===== src/rtl/irq_cif_pkg.sv =====
package irq_cif_pkg;
  localparam logic [2:0] ADDR_CTRL = 3'd0;
  localparam logic [2:0] ADDR_PMASK = 3'd1;
  localparam logic [2:0] ADDR_BPT = 3'd2;
  localparam logic [2:0] ADDR_RUNP = 3'd3;
  localparam logic [2:0] ADDR_ACK = 3'd4;
  localparam logic [2:0] ADDR_EOI = 3'd5;

  typedef struct packed {
    logic ctrlWr;
    logic pmaskWr;
    logic bptWr;
    logic ackRd;
    logic eoiWr;
  } cifStrobes_t;
endpackage


===== src/rtl/irq_cif_ctrl.sv =====
module irq_cif_ctrl
  import irq_cif_pkg::*;
(
  input  logic        clk,
  input  logic        rstN,
  input  logic        regWrEn,
  input  logic        regRdEn,
  input  logic [2:0]  regAddr,
  output cifStrobes_t strobes
);
  always_comb begin
    strobes = '0;
    strobes.ctrlWr  = regWrEn && (regAddr == ADDR_CTRL);
    strobes.pmaskWr = regWrEn && (regAddr == ADDR_PMASK);
    strobes.bptWr   = regWrEn && (regAddr == ADDR_BPT);
    strobes.eoiWr   = regWrEn && (regAddr == ADDR_EOI);
    strobes.ackRd   = regRdEn && (regAddr == ADDR_ACK);
  end

  // the running-priority address never produces a write strobe
  p_runp_no_write_r9: assert property (@(posedge clk) disable iff (!rstN)
    (regWrEn && regAddr == ADDR_RUNP) |-> (strobes == '0));
endmodule


===== src/rtl/irq_cif_dp.sv =====
module irq_cif_dp
  import irq_cif_pkg::*;
#(
  parameter int ID_W   = 10,
  parameter int CPU_W  = 3,
  parameter int PRIO_W = 8,
  parameter int DEPTH  = 4
) (
  input  logic              clk,
  input  logic              rstN,
  input  cifStrobes_t       strobes,
  input  logic [2:0]        regAddr,
  input  logic [31:0]       regWdata,
  input  logic              candValidIn,
  input  logic [ID_W-1:0]   candIdIn,
  input  logic [CPU_W-1:0]  candCpuIn,
  input  logic [PRIO_W-1:0] candPrioIn,
  output logic [31:0]       regRdata,
  output logic              irqOut,
  output logic              ackPulse,
  output logic [ID_W-1:0]   ackId,
  output logic              eoiPulse,
  output logic [ID_W-1:0]   eoiId
);
  localparam int CNT_W = $clog2(DEPTH + 1);
  localparam int IDX_W = (DEPTH > 1) ? $clog2(DEPTH) : 1;
  localparam logic [ID_W-1:0] SPURIOUS = '1;

  logic              enable;
  logic [PRIO_W-1:0] pmask;
  logic [2:0]        bpt;
  logic              candValid;
  logic [ID_W-1:0]   candId;
  logic [CPU_W-1:0]  candCpu;
  logic [PRIO_W-1:0] candPrio;

  logic [PRIO_W-1:0] stkPrio [DEPTH];
  logic [ID_W-1:0]   stkId [DEPTH];
  logic [CNT_W-1:0]  depth;
  logic [CNT_W-1:0]  topIdx;
  logic [PRIO_W-1:0] groupMask;
  logic [PRIO_W-1:0] candGroup;
  logic [PRIO_W-1:0] runPrio;
  logic [ID_W-1:0]   topId;
  logic              stackFull;
  logic              doAck;
  logic              doEoi;
  logic [31:0]       ackWord;

  assign groupMask = ({PRIO_W{1'b1}} << 1) << bpt;
  assign candGroup = candPrio & groupMask;
  assign topIdx    = depth - CNT_W'(1);
  assign runPrio   = (depth == '0) ? '1 : stkPrio[topIdx[IDX_W-1:0]];
  assign topId     = (depth == '0) ? '0 : stkId[topIdx[IDX_W-1:0]];
  assign stackFull = (depth == CNT_W'(DEPTH));

  assign irqOut = enable && candValid && !stackFull &&
                  (candPrio < pmask) && (candGroup < runPrio);

  assign doAck = strobes.ackRd && irqOut;
  assign doEoi = strobes.eoiWr && (depth != '0) && (regWdata[ID_W-1:0] == topId);

  assign ackWord = irqOut ? 32'({candCpu, candId}) : 32'(SPURIOUS);

  always_comb begin
    case (regAddr)
      ADDR_CTRL:  regRdata = 32'(enable);
      ADDR_PMASK: regRdata = 32'(pmask);
      ADDR_BPT:   regRdata = 32'(bpt);
      ADDR_RUNP:  regRdata = 32'(runPrio);
      ADDR_ACK:   regRdata = ackWord;
      default:    regRdata = '0;
    endcase
  end

  always_ff @(posedge clk) begin
    if (!rstN) begin
      enable    <= 1'b0;
      pmask     <= '0;
      bpt       <= '0;
      candValid <= 1'b0;
      candId    <= '0;
      candCpu   <= '0;
      candPrio  <= '1;
      depth     <= '0;
      ackPulse  <= 1'b0;
      ackId     <= '0;
      eoiPulse  <= 1'b0;
      eoiId     <= '0;
    end else begin
      candValid <= candValidIn;
      candId    <= candIdIn;
      candCpu   <= candCpuIn;
      candPrio  <= candPrioIn;
      ackPulse  <= doAck;
      eoiPulse  <= doEoi;
      if (strobes.ctrlWr)  enable <= regWdata[0];
      if (strobes.pmaskWr) pmask  <= regWdata[PRIO_W-1:0];
      if (strobes.bptWr)   bpt    <= regWdata[2:0];
      if (doAck) begin
        ackId <= candId;
        depth <= depth + CNT_W'(1);
      end else if (doEoi) begin
        eoiId <= topId;
        depth <= depth - CNT_W'(1);
      end
    end
  end

  generate
    for (genvar i = 0; i < DEPTH; i++) begin : g_stack
      always_ff @(posedge clk) begin
        if (!rstN) begin
          stkPrio[i] <= '1;
          stkId[i]   <= '0;
        end else if (doAck && depth == CNT_W'(i)) begin
          stkPrio[i] <= candGroup;
          stkId[i]   <= candId;
        end
      end
    end
  endgenerate

  // no request while the interface is disabled
  p_irq_needs_enable_r2: assert property (@(posedge clk) disable iff (!rstN)
    irqOut |-> enable);

  // an accepted acknowledge leaves a non-idle running priority
  p_ack_sets_active_r4: assert property (@(posedge clk) disable iff (!rstN)
    ackPulse |-> (depth != '0 && runPrio != '1));

  // a spurious acknowledge changes no active state
  p_spurious_no_change_r5: assert property (@(posedge clk) disable iff (!rstN)
    (strobes.ackRd && !irqOut) |=> ($stable(depth) && !ackPulse));

  // a retire pulse always follows a one-level pop
  p_eoi_pops_r6: assert property (@(posedge clk) disable iff (!rstN)
    $rose(eoiPulse) |-> (depth == $past(depth) - CNT_W'(1)));

  // with an unchanged candidate the request falls after acknowledge
  p_irq_drops_r10: assert property (@(posedge clk) disable iff (!rstN)
    (doAck && candValidIn == candValid && candIdIn == candId &&
     candPrioIn == candPrio) |=> !irqOut);
endmodule


===== src/rtl/irq_cpu_if.sv =====
module irq_cpu_if
  import irq_cif_pkg::*;
#(
  parameter int ID_W   = 10,
  parameter int CPU_W  = 3,
  parameter int PRIO_W = 8,
  parameter int DEPTH  = 4
) (
  input  logic              clk,
  input  logic              rstN,
  input  logic              candValid,
  input  logic [ID_W-1:0]   candId,
  input  logic [CPU_W-1:0]  candCpu,
  input  logic [PRIO_W-1:0] candPrio,
  input  logic              regWrEn,
  input  logic              regRdEn,
  input  logic [2:0]        regAddr,
  input  logic [31:0]       regWdata,
  output logic [31:0]       regRdata,
  output logic              irqOut,
  output logic              ackPulse,
  output logic [ID_W-1:0]   ackId,
  output logic              eoiPulse,
  output logic [ID_W-1:0]   eoiId
);
  cifStrobes_t strobes;

  irq_cif_ctrl u_ctrl (
    .clk     (clk),
    .rstN    (rstN),
    .regWrEn (regWrEn),
    .regRdEn (regRdEn),
    .regAddr (regAddr),
    .strobes (strobes)
  );

  irq_cif_dp #(
    .ID_W(ID_W), .CPU_W(CPU_W), .PRIO_W(PRIO_W), .DEPTH(DEPTH)
  ) u_dp (
    .clk         (clk),
    .rstN        (rstN),
    .strobes     (strobes),
    .regAddr     (regAddr),
    .regWdata    (regWdata),
    .candValidIn (candValid),
    .candIdIn    (candId),
    .candCpuIn   (candCpu),
    .candPrioIn  (candPrio),
    .regRdata    (regRdata),
    .irqOut      (irqOut),
    .ackPulse    (ackPulse),
    .ackId       (ackId),
    .eoiPulse    (eoiPulse),
    .eoiId       (eoiId)
  );
endmodule


===== config.mk =====
export PLATFORM = sky130hd
export DESIGN_NAME = irq_cpu_if
export DESIGN_NICKNAME = d
export VERILOG_FILES = /design/src/rtl/irq_cif_pkg.sv /design/src/rtl/irq_cif_ctrl.sv /design/src/rtl/irq_cif_dp.sv /design/src/rtl/irq_cpu_if.sv
export SDC_FILE = /design/constraint.sdc
export NUM_CORES = 1
export LEC_CHECK = 0
export ABC_AREA = 1
export ABC_CLOCK_PERIOD_IN_PS = 5600
export BUFFER_PORTS_ARGS = -buffer_cell sky130_fd_sc_hd__buf_2
export CAP_MARGIN = 20
export CORE_ASPECT_RATIO = 1.5
export CORE_MARGIN = 10
export CORE_UTILIZATION = 56
export DETAILED_ROUTE_END_ITERATION = 6
export PLACE_DENSITY = 0.8
export SYNTH_ARGS = -nofsm -noshare
export SYNTH_HDL_FRONTEND = slang
export SYNTH_HIERARCHICAL = 1
export SYNTH_SLANG_ARGS = --single-unit
export TNS_END_PERCENT = 1

===== constraint.sdc =====
create_clock -name clk -period 5.6 [get_ports clk]
set_input_delay 1.12 -clock clk [delete_from_list [all_inputs] [get_ports clk]]
set_output_delay 1.12 -clock clk [all_outputs]
set_load 0.02 [all_outputs]

==> results of run 1 <==
-- power by group through the flow --
stage | logic (W) | clock network (W) | registers (W)
4_1_cts | 0.000141 | 0.00119 | 0.00104
6_report | 0.000143 | 0.00118 | 0.00104
5_1_grt | 0.000158 | 0.00124 | 0.00104
2_1_floorplan | 0.000100 | 0 | 0.00106
3_5_place_dp | 0.000139 | 0 | 0.00106
3_3_place_gp | 0.000136 | 0 | 0.00106
-- area by class of cell --
type / count / area (um^2) / area share, %
multi-input combinational: 530 / 2550 / 33.5
tap: 150 / 188 / 2.46
timing repair buffer: 81 / 423 / 5.55
inverter: 127 / 479 / 6.29
clock inverter: 11 / 183 / 2.40
sequential: 131 / 3340 / 43.9
clock buffer: 21 / 450 / 5.91
-- worst max-delay path by stage --
| stage | depth (start not counted) | endpoint | slack [ns] |
|---|---|---|---|
| finish | 13 | regRdata[7] | 0.33 |
| floorplan | 18 | u_dp/stkId[0][0] | 0.60 |
| global placement | 13 | regRdata[5] | 0.86 |
| detailed placement | 13 | regRdata[7] | 0.88 |
| global route | 13 | regRdata[5] | 0.04 |
| CTS | 13 | regRdata[7] | 0.42 |
-- cell families after synthesis --
| kind of cell | count (synthesis) |
|---|---|
| adders and majority gates | 20 |
| xor gates and xnor gates | 2 |
| buffers and inverters | 175 |
| other | 1 |
| DFF | 131 |
| AOI/OAI and AO/OA | 85 |
| and+or+nand+nor | 404 |
-- per-layer routing --
metal	vias up	part of all wire [%]	global-route usage (%)
met5	-	0	0
met4	0	4.5	10.7
met3	72	8.5	4.80
met2	312	52	37.5
met1	2564	35	23.3
li1	2707	-	-
-- Yosys cell counts, drive strengths merged --
cell type,number,area [um^2]
a22o,1,8.76
nor2,89,390
or2,10,62.6
dfxtp,59,1180
o221ai,5,43.8
a21oi,38,190
nand2,223,845
edfxtp,72,2160
a221oi,1,8.76
clkinv,1,3.75
buf,36,269
nor3,8,40.0
inv,126,475
nand4,1,21.3
a22oi,1,7.51
o2111ai,2,17.5
nand3,68,350
ha,20,250
conb,1,3.75
xnor2,1,8.76
xor2,1,8.76
nand3b,4,30.0
nor4,1,12.5
clkbuf,12,45.0
o21ai,37,185
-- tightest hold or removal path, stage by stage (launching register included) --
cell     delay (ns)
dfxtp_1        0.32
nor2_1         0.04
nor2_1         0.07
-- through the flow --
step           total power, W  hold WS, ns
2_1_floorplan         0.00116        0.451
3_3_place_gp          0.00120        0.446
3_5_place_dp          0.00120        0.455
4_1_cts               0.00238        0.464
5_1_grt               0.00244        0.478
6_report              0.00237        0.464
-- state kept, by name, summed over array words and instances, names as in the netlist --
signal and count:
u_dp/candCpu 3, u_dp/stkId 40, u_dp/bpt 3, u_dp/candPrio 8, u_dp/ackPulse 1, u_dp/eoiPulse 1, u_dp/enable 1, u_dp/eoiId 10
u_dp/ackId 10, u_dp/depth 3, u_dp/stkPrio 32, u_dp/pmask 8, u_dp/candId 10, u_dp/candValid 1
==> results.toml, run 1 <==
[outcome]
status = "finished, final reports clean"

[power]
power.density_nw_per_um2 = 311
pwr-share-clk_pct = 50.0
p_leak_nw = 3.52
p_comb_share_pct = 6.0
p_switching_w = 0.000502
netSwitchingFraction_pct = 21.2
seq_power_share_pct = 44.0
irDropWorstVdd_mv = 0.255
internal_power_w = 0.00187

[placed_design]
place_ws_ns = 0.876
hpwl_mm = 12.1
dp_cells = 1019
portBuffers = 74
gp_congestion = 0.910
place_area_um2 = 6990

[setup_path]
start_kind = "flip-flop"
r2r_slack_ns = 1.02
path_buf_inv = 3
path_delay_family = "simple AND/OR/NAND/NOR gates"
slowest_delay_ns = 0.53
r2r_cells = 14
crit_chain = "inv_1 > ha_1 > buf_4 > nand3_1 > a21oi_1 > ha_1 > a21oi_1 > nor2_1 > nor4_2 > nand3_1 > o21ai_0 > o221ai_1 > buf_2"
path_max_fanout = 14
arrival_ns = 4.15
critPathKind = "reg -> out"
worst_r2r_startpoint = "u_dp/depth[1]"
crit_path_end_kind = "output port"
cpMaxStageDelayCell = "ha_1"
required_ns = 4.48
cp-startpoint = "u_dp/depth[1]"
reg2reg_to = "u_dp/stkPrio[1][7]"

[synthesis]
synth-simple-area-share_pct = 26.5
synth_compound_area_share_pct = 6.97
synth_warnings = 6
synth_top_family_by_area = "simple AND/OR/NAND/NOR gates"
syn-cell-area_um2 = 6620
syn_inst = 818
synth-adder-area-share_pct = 3.78
netlist-cell-type-count = 36
synth_mux_area_share_pct = 0
seq_area_frac_synth_pct = 50.5
syn_area_per_cell_um2 = 8.09
ys_ff_latch = 131
synth-xor-area-share_pct = 0.265

[sta]
relSlewSlack_pct = 37.2
rsz0062_at_grt = "no"
fin_skew_ns = 0.00671
fin_crit_sh_pct = 94.2
min_period_ns = 5.27
finalHoldViolCount = 0
max_freq_mhz = 190
worstMarginPinSlew_ns = 0.942
fin_tns_setup_ns = 0
setup_viol = 0
setup_ws_ns = 0.325
report.final.slew_viol_count = 0

[global_route]
grt_max_degree = 51
grt_pass1_vias = 5281
antenna_found_initial = 0
overflow = 0
grt_pass1_wl_mm = 27.4
grtUsageTotal_pct = 21.4

[floorplan]
start_util_pct = 57.4
row_count = 48
die_area_um2 = 16700
core_area_um2 = 11500
die_w_um = 109
io_pins = 116
die_h_um = 153

[detailed_routing]
first_pass_iters = 5
antenna_left = 0
vias_per_cell = 5.38
routedWlPerCell_um = 16.9
drt_iter0_markers = 495
vias = 5655
drcViolationCount = 0
wirelength_mm = 17.8

[cts]
tritoncts = "built"
cts_max_path_buffers = 2
cts_root_buf = "clkbuf_16"
h-tree-depth = 4
cts_resized = 0
cts_sinks = 131
post_cts_buffers = 0
cts_made_buffers = 17
path_clk_slew_ns = 0.06
cts_hold_buf = 0
insertion_delay_ns = 0.41

[min_path]
min_delay_path_depth = 2
min_to = "u_dp/eoiId[8]"
hold_start = "u_dp/eoiId[8]"
min_path_type = "reg -> reg"

[job]
maxCapViolCount = 0

[final_layout]
area_growth_pct = 15.1
num_antenna_cells = 0
fillCellCount = 951
finalInstanceArea_um2 = 7620
fin_cells = 1051
drive_gt1_share_pct = 16.1
nets = 969
mostFrequentLayoutCell = "nand2_1"
layout_common_cells = "nand2_1 (220), inv_1 (118), nor2_1 (76), buf_2 (74), edfxtp_1 (72)"
final_util_pct = 66.1
No activity file was read; power rests on OpenSTA's default activity.
==> inputs of run 2 (changes only) <==
--- a/config.mk
+++ b/config.mk
@@ -6,14 +6,14 @@
 export NUM_CORES = 1
 export LEC_CHECK = 0
 export ABC_AREA = 1
-export ABC_CLOCK_PERIOD_IN_PS = 5600
+export ABC_CLOCK_PERIOD_IN_PS = 6550
 export BUFFER_PORTS_ARGS = -buffer_cell sky130_fd_sc_hd__buf_2
 export CAP_MARGIN = 20
 export CORE_ASPECT_RATIO = 1.5
 export CORE_MARGIN = 10
-export CORE_UTILIZATION = 56
+export CORE_UTILIZATION = 61
 export DETAILED_ROUTE_END_ITERATION = 6
-export PLACE_DENSITY = 0.8
+export PLACE_DENSITY = 0.86
 export SYNTH_ARGS = -nofsm -noshare
 export SYNTH_HDL_FRONTEND = slang
 export SYNTH_HIERARCHICAL = 1
==> constraint.sdc (replaced) <==
create_clock -name clk -period 6.55 [get_ports clk]
set_input_delay 1.31 -clock clk [delete_from_list [all_inputs] [get_ports clk]]
set_output_delay 1.31 -clock clk [all_outputs]
set_load 0.02 [all_outputs]
==> results.toml, run 2 (synthesis results as in run 1) <==
[final_layout]
area_growth_pct = 14.0
largest-register = "u_dp/stkId"
num_antenna_cells = 0
drive_gt1_share_pct = 16.4
layout_common_cells = "nand2_1 (220), inv_1 (118), nor2_1 (76), buf_2 (74), edfxtp_1 (72)"
nets = 969
top_regs = "u_dp/stkId x40, u_dp/stkPrio x32"
largest_register_ffs = 40
mostFrequentLayoutCell = "nand2_1"
fin_cells = 1045
final_util_pct = 71.3
fillCellCount = 779

[cts]
cts_hold_buf = 0
insertion_delay_ns = 0.42
cts_resized = 0
cts_root_buf = "clkbuf_16"
cts_sinks = 131
h-tree-depth = 4
post_cts_buffers = 0
path_clk_slew_ns = 0.06
cts_made_buffers = 17
tritoncts = "built"
cts_max_path_buffers = 2

[sta]
setup_viol = 0
max_freq_mhz = 176
timing.hold.ws_ns = 0.462
finalHoldViolCount = 0
rsz0062_at_grt = "no"
relSlewSlack_pct = 44.0
fin_skew_ns = 0.00898
fin_tns_setup_ns = 0
min_period_ns = 5.69
worstMarginPinSlew_ns = 0.839
setup_ws_ns = 0.857
report.final.slew_viol_count = 0
fin_crit_sh_pct = 86.9

[floorplan]
io_pins = 116
die_area_um2 = 15500
die_w_um = 105
core_area_um2 = 10600
die_h_um = 148
row_count = 46
start_util_pct = 62.5

[setup_path]
critPathKind = "reg -> out"
worst_r2r_startpoint = "u_dp/depth[1]"
slowest_delay_ns = 0.62
start_kind = "flip-flop"
crit_path_end_kind = "output port"
path_buf_inv = 3
cpMaxStageDelayCell = "inv_1"
path_depth = 13
path_max_fanout = 20
r2r_slack_ns = 1.77
r2r_cells = 14
crit_chain = "inv_1 > ha_1 > inv_1 > nand3_1 > a21oi_1 > ha_1 > a21oi_1 > nor2_1 > nor4_2 > nand3_1 > o21ai_0 > o221ai_1 > buf_2"
reg2reg_to = "u_dp/stkPrio[2][6]"
arrival_ns = 4.38
required_ns = 5.24
path_delay_family = "simple AND/OR/NAND/NOR gates"

[placed_design]
hpwl_mm = 12.2
dp_cells = 1013
portBuffers = 74
place_ws_ns = 1.43
gp_congestion = 0.917

[min_path]
min_to = "u_dp/eoiId[8]"
min_delay_path_depth = 2
min_path_type = "reg -> reg"
hold_start = "u_dp/eoiId[8]"

[outcome]
status = "finished, final reports clean"

[detailed_routing]
routedWlPerCell_um = 17.3
wirelength_mm = 18.0
vias_per_cell = 5.58
drcViolationCount = 0
antenna_left = 0
vias = 5827
drt_iter0_markers = 687
first_pass_iters = 6

[global_route]
grt_max_degree = 51
grt_pass1_vias = 5625
overflow = 0
antenna_found_initial = 0
grtUsageTotal_pct = 22.9
grt_pass1_wl_mm = 28.1

[power]
power.density_nw_per_um2 = 254
irDropWorstVdd_mv = 0.191
p_leak_nw = 3.48

[job]
maxCapViolCount = 0
## run 2: changes by cell type in the layout (fill, tap and decap cells not counted), sizes merged
cell,previous run,this run
clkinv,6,7
inv,126,127
bufinv,5,2
clkbuf,21,19
clkinvlp,1,4
## run 2: cell type report
| type | instances | area, um^2 | area share (%) |
|---|---|---|---|
| Clock buffer | 19 | 433 | 5.74 |
| Timing Repair Buffer | 81 | 423 | 5.60 |
| Inverter | 127 | 479 | 6.35 |
| Tap cell | 144 | 180 | 2.39 |
| Sequential cell | 131 | 3340 | 44.3 |
| Multi-Input combinational cell | 530 | 2550 | 33.8 |
| Clock inverter | 13 | 135 | 1.79 |
## run 2: routing by layer
metal / track usage [%] / vias to the layer above / wire (um) / share of wire [%]
met5: 0 / - / 0 / 0
met4: 15.9 / 0 / 1080 / 6.0
met3: 6.09 / 94 / 1720 / 9.6
met2: 39.6 / 419 / 9140 / 51
met1: 23.6 / 2616 / 6090 / 34
li1: - / 2698 / - / -
## run 2: worst max-delay path by stage
| stage | start | to | slack [ns] |
|---|---|---|---|
| final | u_dp/depth[1] | regRdata[7] | 0.86 |
| after global routing | u_dp/depth[1] | regRdata[5] | 0.56 |
| after CTS | u_dp/depth[1] | regRdata[3] | 0.98 |
| after detailed placement | u_dp/depth[1] | regRdata[3] | 1.43 |
| after global placement | u_dp/depth[1] | regRdata[5] | 1.55 |
| after floorplan | u_dp/depth[0] | u_dp/stkId[0][0] | 1.55 |
## run 2: per-stage QoR
step | cell area, um^2 | total power (W)
6_report | 7550 | 0.00192
5_1_grt | 7550 | 0.00197
2_1_floorplan | 6690 | 0.000991
3_3_place_gp | 6980 | 0.00102
4_1_cts | 7550 | 0.00192
3_5_place_dp | 6980 | 0.00103
## run 2: power by group
part           total (W)  switching, W  internal (W)  leakage, nW
registers       0.000893    0.00000983      0.000883         1.11
logic           0.000123     0.0000879     0.0000352         2.10
clock network   0.000905      0.000347      0.000557        0.267
## run 2: tightest hold or removal path, stage by stage (launching register included)
cell,delay (ns)
dfxtp_1,0.32
nor2_1,0.04
nor2_1,0.07
